File: config.mk
export PLATFORM = sky130hd
export DESIGN_NAME = flt_ram
export DESIGN_NICKNAME = d
export VERILOG_FILES = /design/src/rtl/flt_ram_pkg.sv /design/src/rtl/flt_ram_rst_sync.sv /design/src/rtl/flt_ram_update.sv /design/src/rtl/flt_ram_read.sv /design/src/rtl/flt_ram.sv
export SDC_FILE = /design/constraint.sdc
export NUM_CORES = 1
export LEC_CHECK = 0
export BUFFER_PORTS_ARGS = -buffer_cell sky130_fd_sc_hd__buf_2
export CAP_MARGIN = 20
export CORE_UTILIZATION = 25
export CTS_CLUSTER_DIAMETER = 80
export DETAILED_ROUTE_END_ITERATION = 10
export GPL_ROUTABILITY_DRIVEN = 1
export HOLD_SLACK_MARGIN = 0.12
export PLACE_DENSITY_LB_ADDON = 0.15
export SYNTH_ARGS = -nofsm -noshare
export SYNTH_HDL_FRONTEND = slang
export SYNTH_HIERARCHICAL = 1
export SYNTH_SLANG_ARGS = --single-unit
File: constraint.sdc
create_clock -name clk -period 1.4 [get_ports clk]
set_input_delay 0.28 -clock clk [delete_from_list [all_inputs] [get_ports clk]]
set_output_delay 0.28 -clock clk [all_outputs]
set_load 0.1 [all_outputs]
File: src/rtl/flt_ram_pkg.sv
package flt_ram_pkg;

  localparam int KIND_W = 4;

  typedef enum logic [KIND_W-1:0] {
    FK_NONE  = 4'd0,
    FK_STUCK = 4'd1,
    FK_TRANS = 4'd2,
    FK_CINV  = 4'd3,
    FK_CIDEM = 4'd4,
    FK_CDYN  = 4'd5,
    FK_BAND  = 4'd6,
    FK_BOR   = 4'd7
  } fk_e;

  // Unknown codes fall back to an ideal array
  function automatic fk_e fk_decode(input logic [KIND_W-1:0] code);
    fk_e k;
    case (code)
      4'd1: k = FK_STUCK;
      4'd2: k = FK_TRANS;
      4'd3: k = FK_CINV;
      4'd4: k = FK_CIDEM;
      4'd5: k = FK_CDYN;
      4'd6: k = FK_BAND;
      4'd7: k = FK_BOR;
      default: k = FK_NONE;
    endcase
    return k;
  endfunction

endpackage

File: src/rtl/flt_ram_rst_sync.sv
module flt_ram_rst_sync #(
  parameter int STAGES = 2
) (
  input  logic clk,
  input  logic arst_n,
  output logic srst_n
);

  logic [STAGES-1:0] sync_q;
  logic [STAGES-1:0] sync_d;

  always_comb begin
    sync_d = {sync_q[STAGES-2:0], 1'b1};
  end

  always_ff @(posedge clk or negedge arst_n) begin
    if (!arst_n) sync_q <= '0;
    else         sync_q <= sync_d;
  end

  assign srst_n = sync_q[STAGES-1];

endmodule

File: src/rtl/flt_ram_update.sv
module flt_ram_update
  import flt_ram_pkg::*;
#(
  parameter int DEPTH = 32,
  parameter int AW    = $clog2(DEPTH)
) (
  input  logic [DEPTH-1:0] mem_q,
  input  logic             acc_en,
  input  logic             wr_en,
  input  logic [AW-1:0]    addr,
  input  logic             wr_bit,
  input  fk_e              kind,
  input  logic [AW-1:0]    victim,
  input  logic [AW-1:0]    aggr,
  input  logic             trig,
  input  logic             fval,
  output logic [DEPTH-1:0] mem_d
);

  logic agg_cur, agg_hit, agg_rise, agg_fall, edge_hit, acc_val, dyn_hit, cpl_on;

  // Aggressor-side event detection, shared by all cells
  always_comb begin
    agg_cur  = mem_q[aggr];
    agg_hit  = acc_en && (addr == aggr);
    agg_rise = agg_hit && wr_en && !agg_cur && wr_bit;
    agg_fall = agg_hit && wr_en && agg_cur && !wr_bit;
    edge_hit = trig ? agg_rise : agg_fall;
    acc_val  = wr_en ? wr_bit : agg_cur;
    dyn_hit  = agg_hit && (acc_val == trig);
    cpl_on   = (victim != aggr);
  end

  for (genvar i = 0; i < DEPTH; i++) begin : g_cell
    logic wr_hit, is_vic, blocked, nxt;

    always_comb begin
      wr_hit  = acc_en && wr_en && (addr == AW'(i));
      is_vic  = (victim == AW'(i));
      blocked = is_vic && (kind == FK_TRANS) &&
                (fval ? (mem_q[i] && !wr_bit) : (!mem_q[i] && wr_bit));
      nxt     = mem_q[i];
      if (wr_hit) begin
        if (!blocked) nxt = wr_bit;
      end else if (is_vic && cpl_on) begin
        case (kind)
          FK_CINV:  if (edge_hit) nxt = ~mem_q[i];
          FK_CIDEM: if (edge_hit) nxt = fval;
          FK_CDYN:  if (dyn_hit)  nxt = fval;
          default:  nxt = mem_q[i];
        endcase
      end
      mem_d[i] = nxt;
    end
  end

endmodule

File: src/rtl/flt_ram_read.sv
module flt_ram_read
  import flt_ram_pkg::*;
#(
  parameter int DEPTH = 32,
  parameter int AW    = $clog2(DEPTH)
) (
  input  logic [DEPTH-1:0] mem_q,
  input  logic [AW-1:0]    addr,
  input  fk_e              kind,
  input  logic [AW-1:0]    victim,
  input  logic [AW-1:0]    aggr,
  input  logic             fval,
  output logic             rd_val
);

  logic raw, mv, ma, on_vic, on_pair;

  always_comb begin
    raw     = mem_q[addr];
    mv      = mem_q[victim];
    ma      = mem_q[aggr];
    on_vic  = (addr == victim);
    on_pair = on_vic || (addr == aggr);
    case (kind)
      FK_STUCK: rd_val = on_vic  ? fval    : raw;
      FK_BAND:  rd_val = on_pair ? (mv & ma) : raw;
      FK_BOR:   rd_val = on_pair ? (mv | ma) : raw;
      default:  rd_val = raw;
    endcase
  end

endmodule

File: src/rtl/flt_ram.sv
module flt_ram
  import flt_ram_pkg::*;
#(
  parameter  int DEPTH = 32,
  localparam int AW    = $clog2(DEPTH)
) (
  input  logic              clk,
  input  logic              rst_n,
  input  logic              acc_en,
  input  logic              wr_en,
  input  logic [AW-1:0]     addr,
  input  logic              wr_bit,
  output logic              rd_bit,
  input  logic [KIND_W-1:0] flt_kind,
  input  logic [AW-1:0]     flt_victim,
  input  logic [AW-1:0]     flt_aggr,
  input  logic              flt_trig,
  input  logic              flt_val
);

  logic             srst_n;
  fk_e              kind;
  logic [DEPTH-1:0] mem_q, mem_d;
  logic             rd_q, rd_d, rd_val;
  logic             rd_req;

  assign kind   = fk_decode(flt_kind);
  assign rd_req = acc_en && !wr_en;

  flt_ram_rst_sync #(.STAGES(2)) u_rst (
    .clk(clk), .arst_n(rst_n), .srst_n(srst_n)
  );

  flt_ram_update #(.DEPTH(DEPTH), .AW(AW)) u_upd (
    .mem_q(mem_q), .acc_en(acc_en), .wr_en(wr_en), .addr(addr),
    .wr_bit(wr_bit), .kind(kind), .victim(flt_victim), .aggr(flt_aggr),
    .trig(flt_trig), .fval(flt_val), .mem_d(mem_d)
  );

  flt_ram_read #(.DEPTH(DEPTH), .AW(AW)) u_rd (
    .mem_q(mem_q), .addr(addr), .kind(kind), .victim(flt_victim),
    .aggr(flt_aggr), .fval(flt_val), .rd_val(rd_val)
  );

  always_comb begin
    rd_d = rd_req ? rd_val : rd_q;
  end

  // Array register: enabled only on an access (R1 clear on reset)
  always_ff @(posedge clk or negedge srst_n) begin
    if (!srst_n)     mem_q <= '0;
    else if (acc_en) mem_q <= mem_d;
  end

  always_ff @(posedge clk or negedge srst_n) begin
    if (!srst_n) rd_q <= 1'b0;
    else         rd_q <= rd_d;
  end

  assign rd_bit = rd_q;


  wr_ideal_chk: assert property (@(posedge clk) disable iff (!srst_n)
    (acc_en && wr_en && kind == FK_NONE) |=> mem_q[$past(addr)] == $past(wr_bit));


  rd_hold_chk: assert property (@(posedge clk) disable iff (!srst_n)
    !rd_req |=> $stable(rd_bit));


  rd_pure_chk: assert property (@(posedge clk) disable iff (!srst_n)
    (rd_req && kind != FK_CDYN) |=> $stable(mem_q));


  stuck_rd_chk: assert property (@(posedge clk) disable iff (!srst_n)
    (rd_req && kind == FK_STUCK && addr == flt_victim) |=> rd_bit == $past(flt_val));


  up_block_chk: assert property (@(posedge clk) disable iff (!srst_n)
    (acc_en && wr_en && kind == FK_TRANS && !flt_val && addr == flt_victim &&
     !mem_q[flt_victim]) |=> !mem_q[$past(flt_victim)]);


  inv_flip_chk: assert property (@(posedge clk) disable iff (!srst_n)
    (acc_en && wr_en && kind == FK_CINV && flt_victim != flt_aggr &&
     addr == flt_aggr && mem_q[flt_aggr] != wr_bit && wr_bit == flt_trig)
    |=> mem_q[$past(flt_victim)] != $past(mem_q[flt_victim]));

endmodule

Word level (Yosys, flattened, before mapping)
Cells that the tools add are included.

storage, ports and cells
  flip-flop bits (word level) = 35

operators by class
  magnitude comparators = 3
  eq/ne operators = 208
  mux-type cells = 207
  bitwise gates (word level) = 34
  reductions and logical operators = 335

operator list
  operator                                                    count
  inequality test 3 x 1 -> 1 bit, second input constant       96
  AND reduction 7 bit                                         32
  logical AND 1 bit                                           201
  two-way mux 1 bit                                           170
  == test 5 bit, second input constant                        32
  nonzero test 4 bit                                          32
  case mux 1 bit (3 select lines)                             33
  == test 5 x 4 -> 1 bit, second input constant               16
  inequality test 2 bit, second input constant                32
  nonzero test 2 bit                                          32
  == test 5 x 3 -> 1 bit, second input constant               8
  logical NOT 1 bit                                           35
  NOT 1 bit                                                   32
  case mux 3 bit (7 select lines)                             1
  == test 5 x 2 -> 1 bit, second input constant               4
  less-than comparator 5 x 6 -> 1 bit, second input constant  3
  == test 4 x 3 -> 1 bit, second input constant               4
  binary-select mux 1 bit (select 5 bit)                      3
  == test 3 bit, second input constant                        4
  == test 5 x 1 -> 1 bit, second input constant               2
  == test 5 bit                                               2
  logical NOT 5 bit                                           2
  == test 4 x 2 -> 1 bit, second input constant               2
  == test 3 x 2 -> 1 bit, second input constant               2
  7 further kinds                                             7

Logic depth before layout (Yosys ltp)
Gate-level depths: netlist of run 1.

  word-level depth = 10
  mapped depth = 14
  depth with buffers taken out = 10

Cells and area by module
Netlist of run 1, hierarchy kept.

modules (own cells, without submodules)
  module            times used  cells an instance  area an instance (um^2)
  flt_ram_update    1           611                3,469.6
  flt_ram           1           75                 1,421.4
  flt_ram_read      1           128                1,081.0
  flt_ram_rst_sync  1           3                  53.8

Least setup slack after synthesis of run 1
OpenSTA, ideal clock, no wires.

  path kind = input to register
  from = in flt_kind[1]
  to = reg mem_q[25]
  setup time = 125 ps
  arrival time = 2,501 ps
  required time = 1,275 ps
  path slack = -1,226 ps
  cell stages on the path = 12
  path buffers = 3
  cell sequence = nor2b_1 -> nor4b_1 -> and2_1 -> clkbuf_1 -> clkbuf_1 -> nand3b_1 -> a21oi_1 -> a21oi_1 -> o21ai_0 -> a21oi_1 -> buf_4 -> mux2_4

RTL lines
  what                                                     line                  text
  start: declaration                                       flt_ram.sv:14         input logic [KIND_W-1:0] flt_kind,
  == test 4 x 3 -> 1 bit, or another cell as far along     flt_ram_pkg.sv:19     case (code)
  case mux 3 bit (7 select lines) (*)                      flt_ram_pkg.sv:19
  == test 3 bit or == test 3 x 2 -> 1 bit (tied branches)  flt_ram_update.sv:46  case (kind)
  case mux 1 bit (3 select lines) (*)                      flt_ram_update.sv:46
  two-way mux 1 bit (*)                                    flt_ram_update.sv:45  end else if (is_vic && cpl_on) begin
  two-way mux 1 bit (*)                                    flt_ram_update.sv:43  if (wr_hit) begin
  named net u_upd.g_cell[25].nxt                           flt_ram_update.sv:35  logic wr_hit, is_vic, blocked, nxt;
  end signal: assignment                                   flt_ram.sv:52         else if (acc_en) mem_q <= mem_d;
  end: declaration                                         flt_ram.sv:23         logic [DEPTH-1:0] mem_q, mem_d;

Mark *: on every way through the listed nets, which the timed path passes. The rest lies on a longest branch. The select of a mux whose other input is x is not followed.
A chain may end at the register's enable or synchronous reset.

Worst setup path after layout of run 1
  from = reg mem_q[11]
  to = reg mem_q[29]

between the ends
  longest elaborated chain between the ends = 8

RTL lines
  what                                             line                  text
  binary-select mux 1 bit (select 5 bit) (*)       flt_ram_update.sv:24  agg_cur = mem_q[aggr];
  two-way mux 1 bit (implied by the code) (*)      flt_ram_update.sv:24
  logical NOT 1 bit                                flt_ram_update.sv:26  agg_rise = agg_hit && wr_en && !agg_cur && wr_bit;
  logical AND 1 bit (2 in series)                  flt_ram_update.sv:26
  two-way mux 1 bit                                flt_ram_update.sv:28  edge_hit = trig ? agg_rise : agg_fall;
  inequality test 3 x 1 -> 1 bit (no source line)  -
  AND reduction 7 bit (no source line) (*)         -

Every way passes the cells marked *; elsewhere a longest branch is shown, timed or not. The select of a mux whose other input is x is not followed.

==> results of run 1 <==
[layout make-up]
class / instances / area (µm²)
Sequential cell: 35 / 882
Multi-Input combinational cell: 689 / 4880
Clock buffer: 7 / 133
Clock inverter: 1 / 5.00
Inverter: 5 / 18.8
Tap cell: 319 / 399
Fill cell: 2494 / 15100
Timing Repair Buffer: 258 / 2120
[Yosys cell counts (19+ instances only)]
library cell and n:
nor2_1 46, nor3_1 22, nand3b_1 20, nand2_1 71, mux2i_1 47, mux2_4 34, nand3_1 48, o21ai_0 77
dfrtp_1 35, clkbuf_1 30, a21oi_1 107, buf_4 35, a31oi_1 19
[power by group]
part | switching, µW | total, µW | internal, µW
Clock | 517 | 1180 | 661
Sequential | 485 | 1920 | 1440
Combinational | 2950 | 5670 | 2720
Total | 3950 | 8770 | 4820
[metrics by stage]
stage	cell area, µm²	hold slack [ns]	util	setup TNS (ns)	setup WS, ns
finish	8440	0.241	0.359	-34.64	-1.09
global route	8440	0.280	0.359	-37.38	-1.17
CTS	8230	0.253	0.350	-34.12	-1.06
detailed placement	7900	0.0690	0.336	-52.79	-1.70
global placement	7900	0.0703	0.336	-50.33	-1.64
floorplan	6130	-0.0156	-	-33.52	-1.05
[metal layers]
layer	GRT usage	vias up	part of all wire
li1	-	3370	-
met4	0.0809	0	0.027
met1	0.327	3444	0.46
met2	0.362	318	0.45
met5	0	-	0
met3	0.0350	41	0.067
[how the worst min path moves through the flow]
stage	to	depth (start not counted)
2_1_floorplan	u_rst/sync_q[0]$_DFF_PN0_	0
3_3_place_gp	u_rst/sync_q[0]$_DFF_PN0_	1
3_5_place_dp	u_rst/sync_q[0]$_DFF_PN0_	1
4_1_cts	mem_q[25]$_DFFE_PN0P_	1
5_1_grt	mem_q[25]$_DFFE_PN0P_	1
6_report	mem_q[25]$_DFFE_PN0P_	1
[cell families after synthesis]
family | count (synthesis) | share of synthesized area
simple gates | 285 | 0.244
fa+ha+maj | 1 | 0.00187
mux | 92 | 0.198
flops | 35 | 0.145
buf+inv | 97 | 0.103
xor+xnor | 20 | 0.0291
other cells | 2 | 0.00125
compound gates | 285 | 0.277
[sequential cells by signal (all words and copies together) (netlist names)]
| name | count |
|---|---|
| mem_q | 32 |
| rd_bit | 1 |
| u_rst/sync_q | 2 |
[timing repair]
item                                    4_1_cts  5_1_grt
hold buffers                                  1        0
gates cloned                                  3        0
pin swaps                                    19       24
setup buffers                                 3        0
endpoints found under the setup margin       33       34
resized for setup                            40       50
endpoints found under the hold margin         2        0
[worst max-delay path, stage by stage (launching register included)]
cell and delay (ns):
dfrtp_1 0.45, mux2i_1 0.19, a22oi_1 0.09, nand3_1 0.14, and4_4 0.26, mux2_4 0.31
buf_6 0.12, o22ai_4 0.18, buf_6 0.17, buf_6 0.13, o21ai_1 0.06, a21oi_1 0.16
mux2_4 0.16
==> qor.yml, run 1 <==
grt:
  antenna_found_initial: 0
  overflow: 0
  grt_pass1_wl_mm: 42.4
  grt_max_degree: 34
  track_usage: 0.234
  grt_pass1_vias: 6698
synth:
  synth_enable_flop_cells: 0
  seq_area_frac_synth: 0.145
  synth_top_area_frac: 0.145
  async_flop_share: 1.00
  synth_warnings: 6
  syn_area_per_cell_um2: 7.38
  synth_cell_types: 61
  synth_area_leader_cell: "dfrtp_1"
  synth_area_um2: 6030
  synth_ff_type: "dfrtp_1"
  syn_inst: 817
  ys_ff_latch: 35
  netlist_top_cells_area: "dfrtp_1 15%, a21oi_1 8.9%, mux2_4 8.5%"
routing:
  routedWlPerCell_um: 21.8
  dr.pass1.iters: 6
  drt_iter0_markers: 718
  wl_mm: 28.7
  drc_errors: 0
  final_antenna_net_count: 0
  dr_total_vias: 7173
  via_per_inst: 5.46
power:
  peakVddDrop_v: 0.000419
  total_power_uw: 8770
  power_density_nw_per_um2: 1040
  p_leak_uw: 0.00354
die:
  die_area_um2: 24700
  start_util: 0.256
  die_x_um: 157
  coreArea_um2: 23500
  io_pins: 27
  die_y_um: 157
  core.rowCount: 56
sta:
  rsz0062_at_grt: "yes"
  finalHoldViolations: 0
  fin_ws_ns: -1.09
  fmax_mhz: 402
  finalSetupViolCount: 33
  fin_crit_sh: 1.78
  min_period_ns: 2.49
  skew_ns: 0.00807
  drv_slew: 0
worst_setup_path:
  regToRegSetupSlack_ns: -1.09
  reg2reg_depth: 12
  worstPathRequired_ns: 1.63
  crit_end: "mem_q[29]$_DFFE_PN0P_"
  crit_type: "register to register"
  cp_max_fo: 7
  crit_start: "mem_q[11]$_DFFE_PN0P_"
  start_kind: "register"
  r2r_end: "mem_q[29]$_DFFE_PN0P_"
  rr_startpoint: "mem_q[11]$_DFFE_PN0P_"
  arrival_ns: 2.72
  endpoint_kind: "register"
clock_tree:
  clock-sinks: 35
  cts_tree: "done"
  clk_latency_ns: 0.30
  cts.path.max_buffers: 2
  clk_pin_slew_worst_paths_ns: 0.06
  cts_root_buf: "clkbuf_16"
  htreeDepth: 2
  cts_buffers: 5
run_status:
  violations: "setup timing"
  status: "finished, violations left"
layout:
  fin_nets: 1020
  layout_common_cells: "207 x buf_4, 93 x a21oi_1, 71 x nand2_1"
  area_growth_pct: 40.1
  diodes: 0
  layout.cells.non_filler: 1314
  drive_gt1_frac: 0.391
  mostFrequentLayoutCell: "buf_4"
job:
  drv_cap: 0
placed_design:
  dp.final_hpwl_mm: 21.1
  port_buffers: 26
  dp_cells: 1299
  gp_congestion: 0.900
min_path:
  hp-class: "register to asynchronous set/reset pin"
No activity file was read; power rests on OpenSTA's default activity.
==> run 2, diff against run 1 <==
--- a/config.mk
+++ b/config.mk
@@ -16,4 +16,3 @@
 export SYNTH_ARGS = -nofsm -noshare
 export SYNTH_HDL_FRONTEND = slang
-export SYNTH_HIERARCHICAL = 1
 export SYNTH_SLANG_ARGS = --single-unit
==> constraint.sdc (replaced) <==
create_clock -name clk -period 1.4 [get_ports clk]
set_input_delay 0.28 -clock clk [delete_from_list [all_inputs] [get_ports clk]]
set_output_delay 0.28 -clock clk [all_outputs]
set_load 0.01 [all_outputs]
==> qor.yml, run 2 <==
run_status:
  status: "finished, violations left"
  violations: "setup timing"
routing:
  met1_length_mm: 8.64
  wl_mm: 20.3
  via_per_inst: 5.51
  wl_met2_mm: 9.48
  wl_met3_mm: 1.40
  routedWlPerCell_um: 21.3
  final_antenna_net_count: 0
  dr_total_vias: 5253
  dr.pass1.iters: 5
  drc_errors: 0
  drt_iter0_markers: 415
  top_layer: "met4"
layout:
  fin_nets: 755
  diodes: 0
  drive_gt1_frac: 0.406
  mostFrequentLayoutCell: "buf_4"
  layout_common_cells: "132 x buf_4, 88 x a21oi_1, 61 x nand2_1"
  top_register: "mem_q"
  area_growth_pct: 51.3
  largest_register_ffs: 32
  design_area_um2: 6650
power:
  p_leak_uw: 0.00261
  clock_power_share: 0.334
  seqPwrFrac: 0.304
  total_power_uw: 3670
  peakVddDrop_v: 0.000387
  p_comb_frac: 0.362
  p_sw_frac: 0.348
  power_density_nw_per_um2: 552
  switching_power_uw: 1280
  p_int_uw: 2390
synth:
  seq_area_frac_synth: 0.199
  synthesis.nets: 598
  synth_area_um2: 4390
  synth_cell_types: 55
  syn_inst: 572
  synth-simple-area-share: 0.248
  netlist_top_cells_area: "dfrtp_1 20%, mux4_2 10%, a21oi_1 10%"
  synth_ff_type: "dfrtp_1"
  synth_top_area_frac: 0.199
  synth_common_cells: "88 x a21oi_1, 63 x nand2_1, 47 x nor2_1"
  synth_compound_area_frac: 0.252
  synth_area_leader_cell: "dfrtp_1"
  synth_warnings: 0
  synth.area.mux_share: 0.208
  synthXorXnorAreaFrac: 0.0319
  synth_most_common_cell: "a21oi_1"
  syn_area_per_cell_um2: 7.68
  synth_enable_flop_cells: 0
  synth_top_family_by_area: "compound AO/OA/AOI/OAI gates"
  async_flop_share: 1.00
  ys_ff_latch: 35
  synth_adder_area_share: 0.00228
worst_setup_path:
  rr_startpoint: "mem_q[14]$_DFFE_PN0P_"
  reg2reg_depth: 11
  cp_max_fo: 7
  crit_type: "register to register"
  r2r_end: "mem_q[22]$_DFFE_PN0P_"
  endpoint_kind: "register"
  worstPathRequired_ns: 1.58
  start_kind: "register"
  crit_start: "mem_q[14]$_DFFE_PN0P_"
  regToRegSetupSlack_ns: -1.03
  crit_end: "mem_q[22]$_DFFE_PN0P_"
  arrival_ns: 2.62
placed_design:
  dp.final_hpwl_mm: 14.4
  gp_congestion: 0.892
  place_area_um2: 6060
  port_buffers: 26
die:
  die_x_um: 135
  die_area_um2: 18100
  coreArea_um2: 17200
  start_util: 0.255
  die_y_um: 135
  core.rowCount: 48
  io_pins: 27
clock_tree:
  clock-sinks: 35
  htreeDepth: 2
  cts.path.max_buffers: 2
  clk_pin_slew_worst_paths_ns: 0.06
  cts_root_buf: "clkbuf_16"
  clk_latency_ns: 0.30
  cts_buffers: 5
  cts_tree: "done"
sta:
  finalHoldViolations: 0
  rsz0062_at_grt: "yes"
  fin_crit_sh: 1.74
  worstMarginPinSlew_ns: 0.500
  min_period_ns: 2.43
  fmax_mhz: 411
  skew_ns: 0.00578
  finalSetupViolCount: 33
  setup-tns-final_ns: -31.38
  drv_slew: 0
  maxSlewHeadroom: 0.666
  fin_ws_ns: -1.03
grt:
  grt_pass1_vias: 5285
  overflow: 0
  grt_max_degree: 40
  antenna_found_initial: 0
  track_usage: 0.229
  grt_pass1_wl_mm: 30.6
min_path:
  hp-class: "register to asynchronous set/reset pin"
job:
  drv_cap: 0
run 2: changes by cell type after synthesis, moves of 16 or more:
cell      delta
nand3_1     -35
a31oi_1     -16
mux2_2      +17
mux2i_1     -30
nor3_1      +17
o21ai_0     -35
mux2_4      -34
nand3b_1    -17
a21oi_1     -19
buf_4       -35
run 2: kinds of logic (layout without fill, tap and decap cells):
logic type | after synthesis | in the layout
other cells | 1 | 1
fa+ha+maj | 1 | 1
buf+inv | 58 | 215
compound gates | 182 | 182
flops | 35 | 35
simple gates | 216 | 216
mux | 63 | 63
xor+xnor | 16 | 16
run 2: routing by layer:
metal	global-route usage	up-vias
met1	0.286	2564
met2	0.377	217
met3	0.0473	42
li1	-	2430
met5	0	-
met4	0.109	0
run 2: critical path, cell delays in order, from the launching register on:
cell      delay [ns]
dfrtp_2         0.43
mux2i_1         0.17
a22oi_1         0.11
nand3_1         0.11
nand2_2         0.09
buf_6           0.13
o211ai_4        0.21
nand4_4         0.12
buf_12          0.17
buf_12          0.15
nor4b_4         0.29
mux2_4          0.32
run 2: worst min path at each step:
stage / to / slack (ns) / cells past startpoint
after CTS: mem_q[28]$_DFFE_PN0P_ / 0.26 / 1
after global placement: u_rst.sync_q[0]$_DFF_PN0_ / 0.07 / 1
after global routing: mem_q[21]$_DFFE_PN0P_ / 0.27 / 1
final: mem_q[23]$_DFFE_PN0P_ / 0.25 / 1
after floorplan: u_rst.sync_q[0]$_DFF_PN0_ / -0.02 / 0
after detailed placement: u_rst.sync_q[1]$_DFF_PN0_ / 0.07 / 1
run 2: what timing repair did:
action | CTS | global route
hold endpoints to repair | 2 | 0
setup buffers | 6 | 4
hold buffers | 1 | 0
gates resized for setup | 43 | 20
gates cloned | 2 | 1
setup endpoints to repair | 33 | 33
pin swaps | 19 | 15
run 2: power by group through the flow:
stage,clock network (µW),logic [µW],registers [µW]
finish,1230,1330,1120
floorplan,0,641,1160
global placement,0,1220,1140
global route,1290,1420,1130
CTS,1260,1300,1120
detailed placement,0,1250,1130
run 2: cell type report:
type / count / area (µm²)
tap: 225 / 282
multi-input combinational: 479 / 3590
clock inverter: 1 / 5.00
inverter: 17 / 63.8
fill: 1755 / 10600
sequential: 35 / 882
clock buffer: 6 / 139
timing repair buffer: 191 / 1690
run 2: stage by stage:
stage / worst slack [ns] / cells / utilization / hold slack (ns)
5_1_grt: -1.11 / 954 / 0.386 / 0.270
2_1_floorplan: -1.00 / 572 / - / -0.0156
3_3_place_gp: -1.26 / 933 / 0.352 / 0.0677
4_1_cts: -0.988 / 949 / 0.378 / 0.262
3_5_place_dp: -1.36 / 933 / 0.352 / 0.0681
6_report: -1.03 / 954 / 0.386 / 0.250
